## src/rtl/wstat_conv1d.sv

```systemverilog
module wstat_conv1d #(
  parameter int NIN  = 16,
  parameter int NTAP = 4,
  parameter int DW   = 8,
  parameter int ACCW = 20,
  parameter int CNTW = 16,
  localparam int NOUT = NIN - NTAP + 1,
  localparam int IAW  = $clog2(NIN),
  localparam int TAW  = $clog2(NTAP),
  localparam int OAW  = (NOUT > 1) ? $clog2(NOUT) : 1
) (
  input  logic                   clk,
  input  logic                   rst_n,
  input  logic                   in_we,
  input  logic [IAW-1:0]         in_waddr,
  input  logic signed [DW-1:0]   in_wdata,
  input  logic                   wt_we,
  input  logic [TAW-1:0]         wt_waddr,
  input  logic signed [DW-1:0]   wt_wdata,
  input  logic                   start,
  output logic                   busy,
  output logic                   done,
  input  logic [OAW-1:0]         rd_addr,
  output logic signed [ACCW-1:0] rd_data,
  output logic [CNTW-1:0]        cnt_wt_rd,
  output logic [CNTW-1:0]        cnt_in_rd,
  output logic [CNTW-1:0]        cnt_out_rd,
  output logic [CNTW-1:0]        cnt_out_wr
);

  localparam logic [CNTW-1:0] CMAX = '1;

  logic signed [DW-1:0]   imem [NIN];
  logic signed [DW-1:0]   wmem [NTAP];
  logic signed [ACCW-1:0] obuf [NOUT];

  logic                   run, pv, plast;
  logic [OAW-1:0]         e, pa;
  logic [TAW-1:0]         r;
  logic signed [DW-1:0]   wreg;
  logic signed [ACCW-1:0] ps;

  always_ff @(posedge clk) begin
    if (in_we) imem[in_waddr] <= in_wdata;
    if (wt_we) wmem[wt_waddr] <= wt_wdata;
  end

  wire                   first_e = (e == '0);
  wire                   last_e  = (e == OAW'(NOUT - 1));
  wire                   last    = last_e && (r == TAW'(NTAP - 1));
  wire                   go      = start && !run && !pv;
  wire [IAW-1:0]         iidx    = IAW'(e) + IAW'(r);
  wire signed [DW-1:0]   wcur    = first_e ? wmem[r] : wreg;
  wire signed [2*DW-1:0] prod    = wcur * imem[iidx];
  wire signed [ACCW-1:0] old     = (r == '0) ? '0 : (pv && pa == e) ? ps : obuf[e];
  wire signed [ACCW-1:0] sum     = old + ACCW'(prod);

  assign busy = run || pv;

  function automatic logic [CNTW-1:0] sat_inc(input logic [CNTW-1:0] c);
    return (c == CMAX) ? c : c + 1'b1;
  endfunction

  always_ff @(posedge clk or negedge rst_n) begin
    if (!rst_n) begin
      run <= 1'b0; e <= '0; r <= '0; wreg <= '0;
      pv <= 1'b0; pa <= '0; ps <= '0; plast <= 1'b0; done <= 1'b0;
      cnt_wt_rd <= '0; cnt_in_rd <= '0; cnt_out_rd <= '0; cnt_out_wr <= '0;
    end else begin
      pv    <= run;
      pa    <= e;
      ps    <= sum;
      plast <= last;
      done  <= pv && plast;
      if (run) wreg <= wcur;
      if (go) begin
        run <= 1'b1; e <= '0; r <= '0;
        cnt_wt_rd <= '0; cnt_in_rd <= '0; cnt_out_rd <= '0; cnt_out_wr <= '0;
      end else begin
        if (run) begin
          cnt_in_rd  <= sat_inc(cnt_in_rd);
          cnt_out_rd <= sat_inc(cnt_out_rd);
          if (first_e) cnt_wt_rd <= sat_inc(cnt_wt_rd);
          if (last) run <= 1'b0;
          if (last_e) begin
            e <= '0;
            r <= r + 1'b1;
          end else begin
            e <= e + 1'b1;
          end
        end
        if (pv) cnt_out_wr <= sat_inc(cnt_out_wr);
      end
    end
  end

  always_ff @(posedge clk) begin
    if (go) begin
      for (int i = 0; i < NOUT; i++) obuf[i] <= '0;
    end else if (pv) begin
      obuf[pa] <= ps;
    end
    rd_data <= obuf[rd_addr];
  end

  a_r2_done_single: assert property (@(posedge clk) disable iff (!rst_n)
    done |=> !done);
  a_r2_done_after_write: assert property (@(posedge clk) disable iff (!rst_n)
    done |-> !busy && $past(pv));
  a_r4_window: assert property (@(posedge clk) disable iff (!rst_n)
    pv |-> (pa <= OAW'(NOUT - 1)));
  a_r7_sat_hold: assert property (@(posedge clk) disable iff (!rst_n)
    (cnt_out_rd == CMAX && !start) |=> cnt_out_rd == CMAX);
  a_r8_idle_stable: assert property (@(posedge clk) disable iff (!rst_n)
    (!busy && !start) |=> $stable(cnt_wt_rd) && $stable(cnt_out_wr));

endmodule

```

## config.mk

```make
export PLATFORM = sky130hd
export DESIGN_NAME = wstat_conv1d
export DESIGN_NICKNAME = d
export VERILOG_FILES = /design/src/rtl/wstat_conv1d.sv
export SDC_FILE = /design/constraint.sdc
export NUM_CORES = 1
export LEC_CHECK = 0
export BUFFER_PORTS_ARGS = -buffer_cell sky130_fd_sc_hd__buf_2
export CORE_MARGIN = 4
export CORE_UTILIZATION = 55
export DETAILED_ROUTE_END_ITERATION = 10
export PLACE_DENSITY_LB_ADDON = 0.05
export SYNTH_ARGS = -nofsm -noshare
export SYNTH_HDL_FRONTEND = slang
export SYNTH_SLANG_ARGS = --single-unit
export TNS_END_PERCENT = 30
```

## constraint.sdc

```tcl
create_clock -name clk -period 15.8 [get_ports clk]
set_input_delay 0.79 -clock clk [delete_from_list [all_inputs] [get_ports clk]]
set_output_delay 0.79 -clock clk [all_outputs]
set_load 0.02 [all_outputs]
```

# After elaboration in Yosys (flattened, before gate mapping)
# Memories as Yosys holds them, arrays and structs flattened. A register that Yosys moved wholly into a read port is not among the register bits.
# Index checks and enable logic that the tools add are counted.
dict set report word_totals {
  n_memories 3
  word_cells 93
  ram_bits 420
  out_inout_bits 86
  input_bits 31
  regBits 106
}
dict set report op_classes {
  eq_ne 11
  addsub 8
  reduce_logical 20
  multipliers 1
  n_mux 37
}
# memory words word_bits read_ports rd_clocked_by_memory_dff write_ports line
set mem_list {}
lappend mem_list {obuf 13 20 2 1 13 35} ;# logic signed [ACCW-1:0] obuf [NOUT];
lappend mem_list {imem 16 8 1 0 1 33} ;# logic signed [DW-1:0] imem [NIN];
lappend mem_list {wmem 4 8 1 0 1 34} ;# logic signed [DW-1:0] wmem [NTAP];
# cell n
set ops {}
lappend ops {{$mux W16} 13}
lappend ops {{$add A16 B1 Y16 const B} 4}
lappend ops {{$eq A16 B16 Y1 const B} 4}
lappend ops {{$mux W20} 3}
lappend ops {{$add A20 B16 Y20} 1}
lappend ops {{$reduce_or A20 Y1} 1}
lappend ops {{$mul A8 B8 Y16} 1}
lappend ops {{$mux W4} 4}
lappend ops {{$mux W1} 13}
lappend ops {{$mux W8} 1}
lappend ops {{$ne A2 B2 Y1 const B} 4}
lappend ops {{$reduce_and A2 Y1} 4}
lappend ops {{$reduce_bool A2 Y1} 4}
lappend ops {{$mux W2} 3}
lappend ops {{$logic_and A1 B1 Y1} 5}
lappend ops {{$add A4 B1 Y4 const B} 1}
lappend ops {{$add A4 B2 Y4} 1}
lappend ops {{$eq A4 B4 Y1} 1}
lappend ops {{$eq A4 B4 Y1 const B} 1}
lappend ops {{$logic_not A4 Y1} 1}
lappend ops {{$reduce_and A3 Y1} 1}
lappend ops {{$add A2 B1 Y2 const B} 1}
lappend ops {{$eq A2 B2 Y1 const B} 1}
lappend ops {{$logic_not A1 Y1} 2}
lappend ops {{other kinds (2)} 2}

# Depth between registers and ports, before layout
dict set report logic_depth {
  ltp_word 7
  ltp_mapped 27
  ltp_nobuf 24
}

# Least setup slack after synthesis
# No wires, ideal clock.
dict set report synth_path {
  kind {register to register}
  from {reg e[0]}
  to {reg ps[18]}
  path_buffers 2
  path_stages_with_launch 25
  setup_slack_ns 8.585
  t_arrival_ns 7.135
  cell_sequence {dfrtp_1 > ha_1 > fa_1 > clkbuf_1 > clkbuf_1 > mux4_2 > mux4_2 > and2_1 > inv_1 > fa_1 > inv_1 > fa_1 > fa_1 > fa_1 > inv_1 > fa_1 > inv_1 > ha_1 > o21a_1 > a2111oi_1 > o21a_1 > o21a_1 > o21bai_1 > a21oi_1 > xnor2_1}
}
dict set report synth_via {
  elab_chain_len 5
  elab_cells_between_ends 11
  classes_between {add/sub (2); mul (1); eq/ne (1); mux (3); reduce/logical (2); memory (2)}
}
# item line
set synth_lines {}
lappend synth_lines {{start: declaration} 38} ;# logic [OAW-1:0] e, pa;
lappend synth_lines {{start signal: assignment} 89} ;# e <= e + 1'b1;
lappend synth_lines {{parallel branches: the longest is 4 deep, another holds $mul A8 B8 Y16} n/a}
lappend synth_lines {{$add A20 B16 Y20 *} 56} ;# wire signed [ACCW-1:0] sum = old + ACCW'(prod);
lappend synth_lines {{named net sum[18]} 56}
lappend synth_lines {{end signal: assignment} 72} ;# ps <= sum;
lappend synth_lines {{end: declaration} 41} ;# logic signed [ACCW-1:0] ps;
# Mark *: on every way through the listed nets, which the timed path passes.
# A chain may end at the register's enable or synchronous reset.

# Final worst setup path
dict set report layout_path {
  from {reg e[0]}
  to {reg ps[19]}
}
# Same word-level chain as after synthesis.

==> impl_metrics.csv <==
group,metric,value,unit
route,drt_iter0_markers,1549,
logic_synthesis,yosysMostFrequentCell,"edfxtp_1",
floorplanning,die_h,247,um
route,via_per_inst,6.10,
logic_synthesis,synth_top_area_share,45.8,%
clock_network,cts_max_path_buffers,3,
timing,fin_crit_sh,51.3,%
timing,slew_headroom,24.3,%
place,portBuffers,116,
logic_synthesis,syn_inst,2051,
floorplanning,initial_core_util,55.7,%
clock_network,cts_resized,0,
floorplanning,rows,87,
grt,grt_util_all_layers,26.2,%
logic_synthesis,synthTopCellsByCount,"edfxtp_1 (480), and2_1 (276), mux4_2 (243)",
clock_network,clkTransAtPathRegs,60,ps
critical_path,cp_data_required_time,16250,ps
route,postRouteWirelength,76.9,mm
logic_synthesis,synth-edff-count,480,
logic_synthesis,synth_area_per_cell,15.3,um^2
grt,grt_pass1_vias,18900,
timing,timing.final.hold_violations,0,
logic_synthesis,ys_warn_count,0,
logic_synthesis,synth_area,31500,um^2
grt,grt_pass1_wl,119,mm
clock_network,insertion_delay,590,ps
clock_network,hold_buffers,0,
cells_and_area,fin_util,61.9,%
route,wire_per_inst,26.0,um
cells_and_area,diodes,0,
clock_network,htreeDepth,3,
timing,fmax,0.123,GHz
floorplanning,io_pins,117,
clock_network,cts-root-buf,"clkbuf_16",
place,place_hpwl,47.0,mm
logic_synthesis,ys_ff_latch,606,
clock_network,numClockSinks,606,
timing,tns,0,ps
timing,fin_crit,8110,ps
clock_network,tritoncts,"built",
floorplanning,die_area,61100,um^2
cells_and_area,nNetsFinal,2325,
timing,finalSetupViolCount,0,
logic_synthesis,synth_cell_types,53,
timing,maxSlewViolCount,0,
cells_and_area,drive_gt1_share,25.5,%
floorplanning,design.core.area,56500,um^2
timing,finClkSkew,23.9,ps
logic_synthesis,yosysSeqAreaShare,55.5,%
critical_path,cp-start-kind,"register",
logic_synthesis,async_flop_share,17.5,%
place,gp_congestion,0.823,
run_status,status,"finished, final reports clean",
route,route.detailed.drc,0,
critical_path,worstSetupPathType,"reg -> reg",
critical_path,r2r_cells,21,
hold_path,hold_path.class,"in -> async",
route,num_vias,18000,
clock_network,post_cts_buffers,0,
timing,rsz0062_at_grt,"no",
route,ant_nets,0,
logic_synthesis,synth_area_leaders,"edfxtp_1 (46%), mux4_2 (17%), dfrtp_1 (8.4%)",
grt,grt_max_degree,63,
critical_path,worstPathArrival,8560,ps
grt,grt_antenna_before_repair,2,
clock_network,numCtsBuffers,68,
critical_path,worstPathMaxFanout,35,
floorplanning,fp.dieW,247,um
run,maxCapViolCount,0,
grt,overflow,0,
cells_and_area,syn_to_final_growth,11.2,%
timing,tightest_slew,1120,ps
route,dr.pass1.iters,5,
logic_synthesis,synth_top_area_cell,"edfxtp_1",
logic_synthesis,synth_flop_cell,"edfxtp_1",
logic_synthesis,syn_nets,2227,
critical_path,endpoint_kind,"register",
cells in the final DEF (no fill, tap or decap), types with 24 or more instances in the layout:
| cell | instances |
|---|---|
| edfxtp_1 | 480 |
| and2_1 | 275 |
| mux4_2 | 243 |
| nor2_1 | 118 |
| buf_2 | 113 |
| inv_1 | 112 |
| dfrtp_1 | 102 |
| fa_1 | 89 |
| clkbuf_16 | 71 |
| ha_1 | 55 |
| nand2_1 | 53 |
| buf_4 | 42 |
| nand3_1 | 37 |
| xnor2_1 | 35 |
| xor2_1 | 35 |
| mux2i_1 | 34 |
| o21ai_0 | 24 |
area by class of cell:
class / instances / area, um^2
inverter: 112 / 420
multi-input combinational: 1206 / 13100
fill: 4203 / 21500
tap: 756 / 946
clock inverter: 22 / 216
timing repair buffer: 155 / 881
clock buffer: 99 / 1960
sequential: 606 / 17500
registers in the layout, summed over array words and instances, names as in the netlist:
name	cells
ps	20
imem	128
plast	1
r	2
run	1
wmem	32
cnt_in_rd	16
wreg	8
obuf	320
cnt_out_rd	16
cnt_wt_rd	16
pv	1
done	1
rd_data	20
e	4
cnt_out_wr	16
pa	4
metal layers:
layer / GRT usage [%] / routed length, um / vias to the layer above / share of wire (%)
met1: 35.3 / 30600 / 9460 / 40
met3: 4.65 / 5220 / 135 / 6.8
met2: 44.2 / 38900 / 667 / 51
li1: - / - / 7776 / -
met5: 0 / 12 / - / 0.016
met4: 7.74 / 2120 / 2 / 2.8
metrics by stage:
step / instance area, um^2 / setup slack, ps / cells / hold slack [ps]
after floorplan: 31500 / 8580 / 2051 / 374
after global placement: 32800 / 7760 / 2835 / 438
after detailed placement: 32800 / 7560 / 2835 / 444
after CTS: 35000 / 7540 / 2956 / 202
after global routing: 35000 / 7040 / 2956 / 246
final: 35000 / 7690 / 2956 / 217
path summary, 6_finish.rpt:
kind | start | to | slack (ps)
max in group asynchronous | rst_n | e[0] | 14260
max reg2reg | e[0] | ps[19] | 7690
min reg2reg | plast | done | 490
max | e[0] | ps[19] | 7690
min | rst_n | cnt_in_rd[7] | 220
min in group clk | wt_wdata[2] | wmem[0][2] | 420
kinds of logic after synthesis:
group / synth area share [%]
AND/OR/NAND/NOR: 10.5
AO/OA/AOI/OAI: 1.78
buffers and inverters: 3.21
flip-flops: 55.5
XOR/XNOR: 1.98
adder cells (fa/ha/maj): 7.89
multiplexers: 19.1
critical path, stage by stage, from the launching register on:
cell      delay [ps]
dfrtp_4          720
buf_4            700
buf_4            680
mux4_2           600
mux4_2           530
mux2i_1          330
nor2_1           110
fa_1             630
fa_1             460
fa_1             540
inv_1             50
fa_1             470
inv_1             40
ha_1             270
ha_1             220
nor4_1           260
o21ai_0          180
a41oi_1          390
o21bai_1         120
a21oi_1          290
o31ai_1          160
xor2_1           160
Power is not shown: default switching activity piles up to over one toggle a cycle in this logic, so the estimate is an artifact.
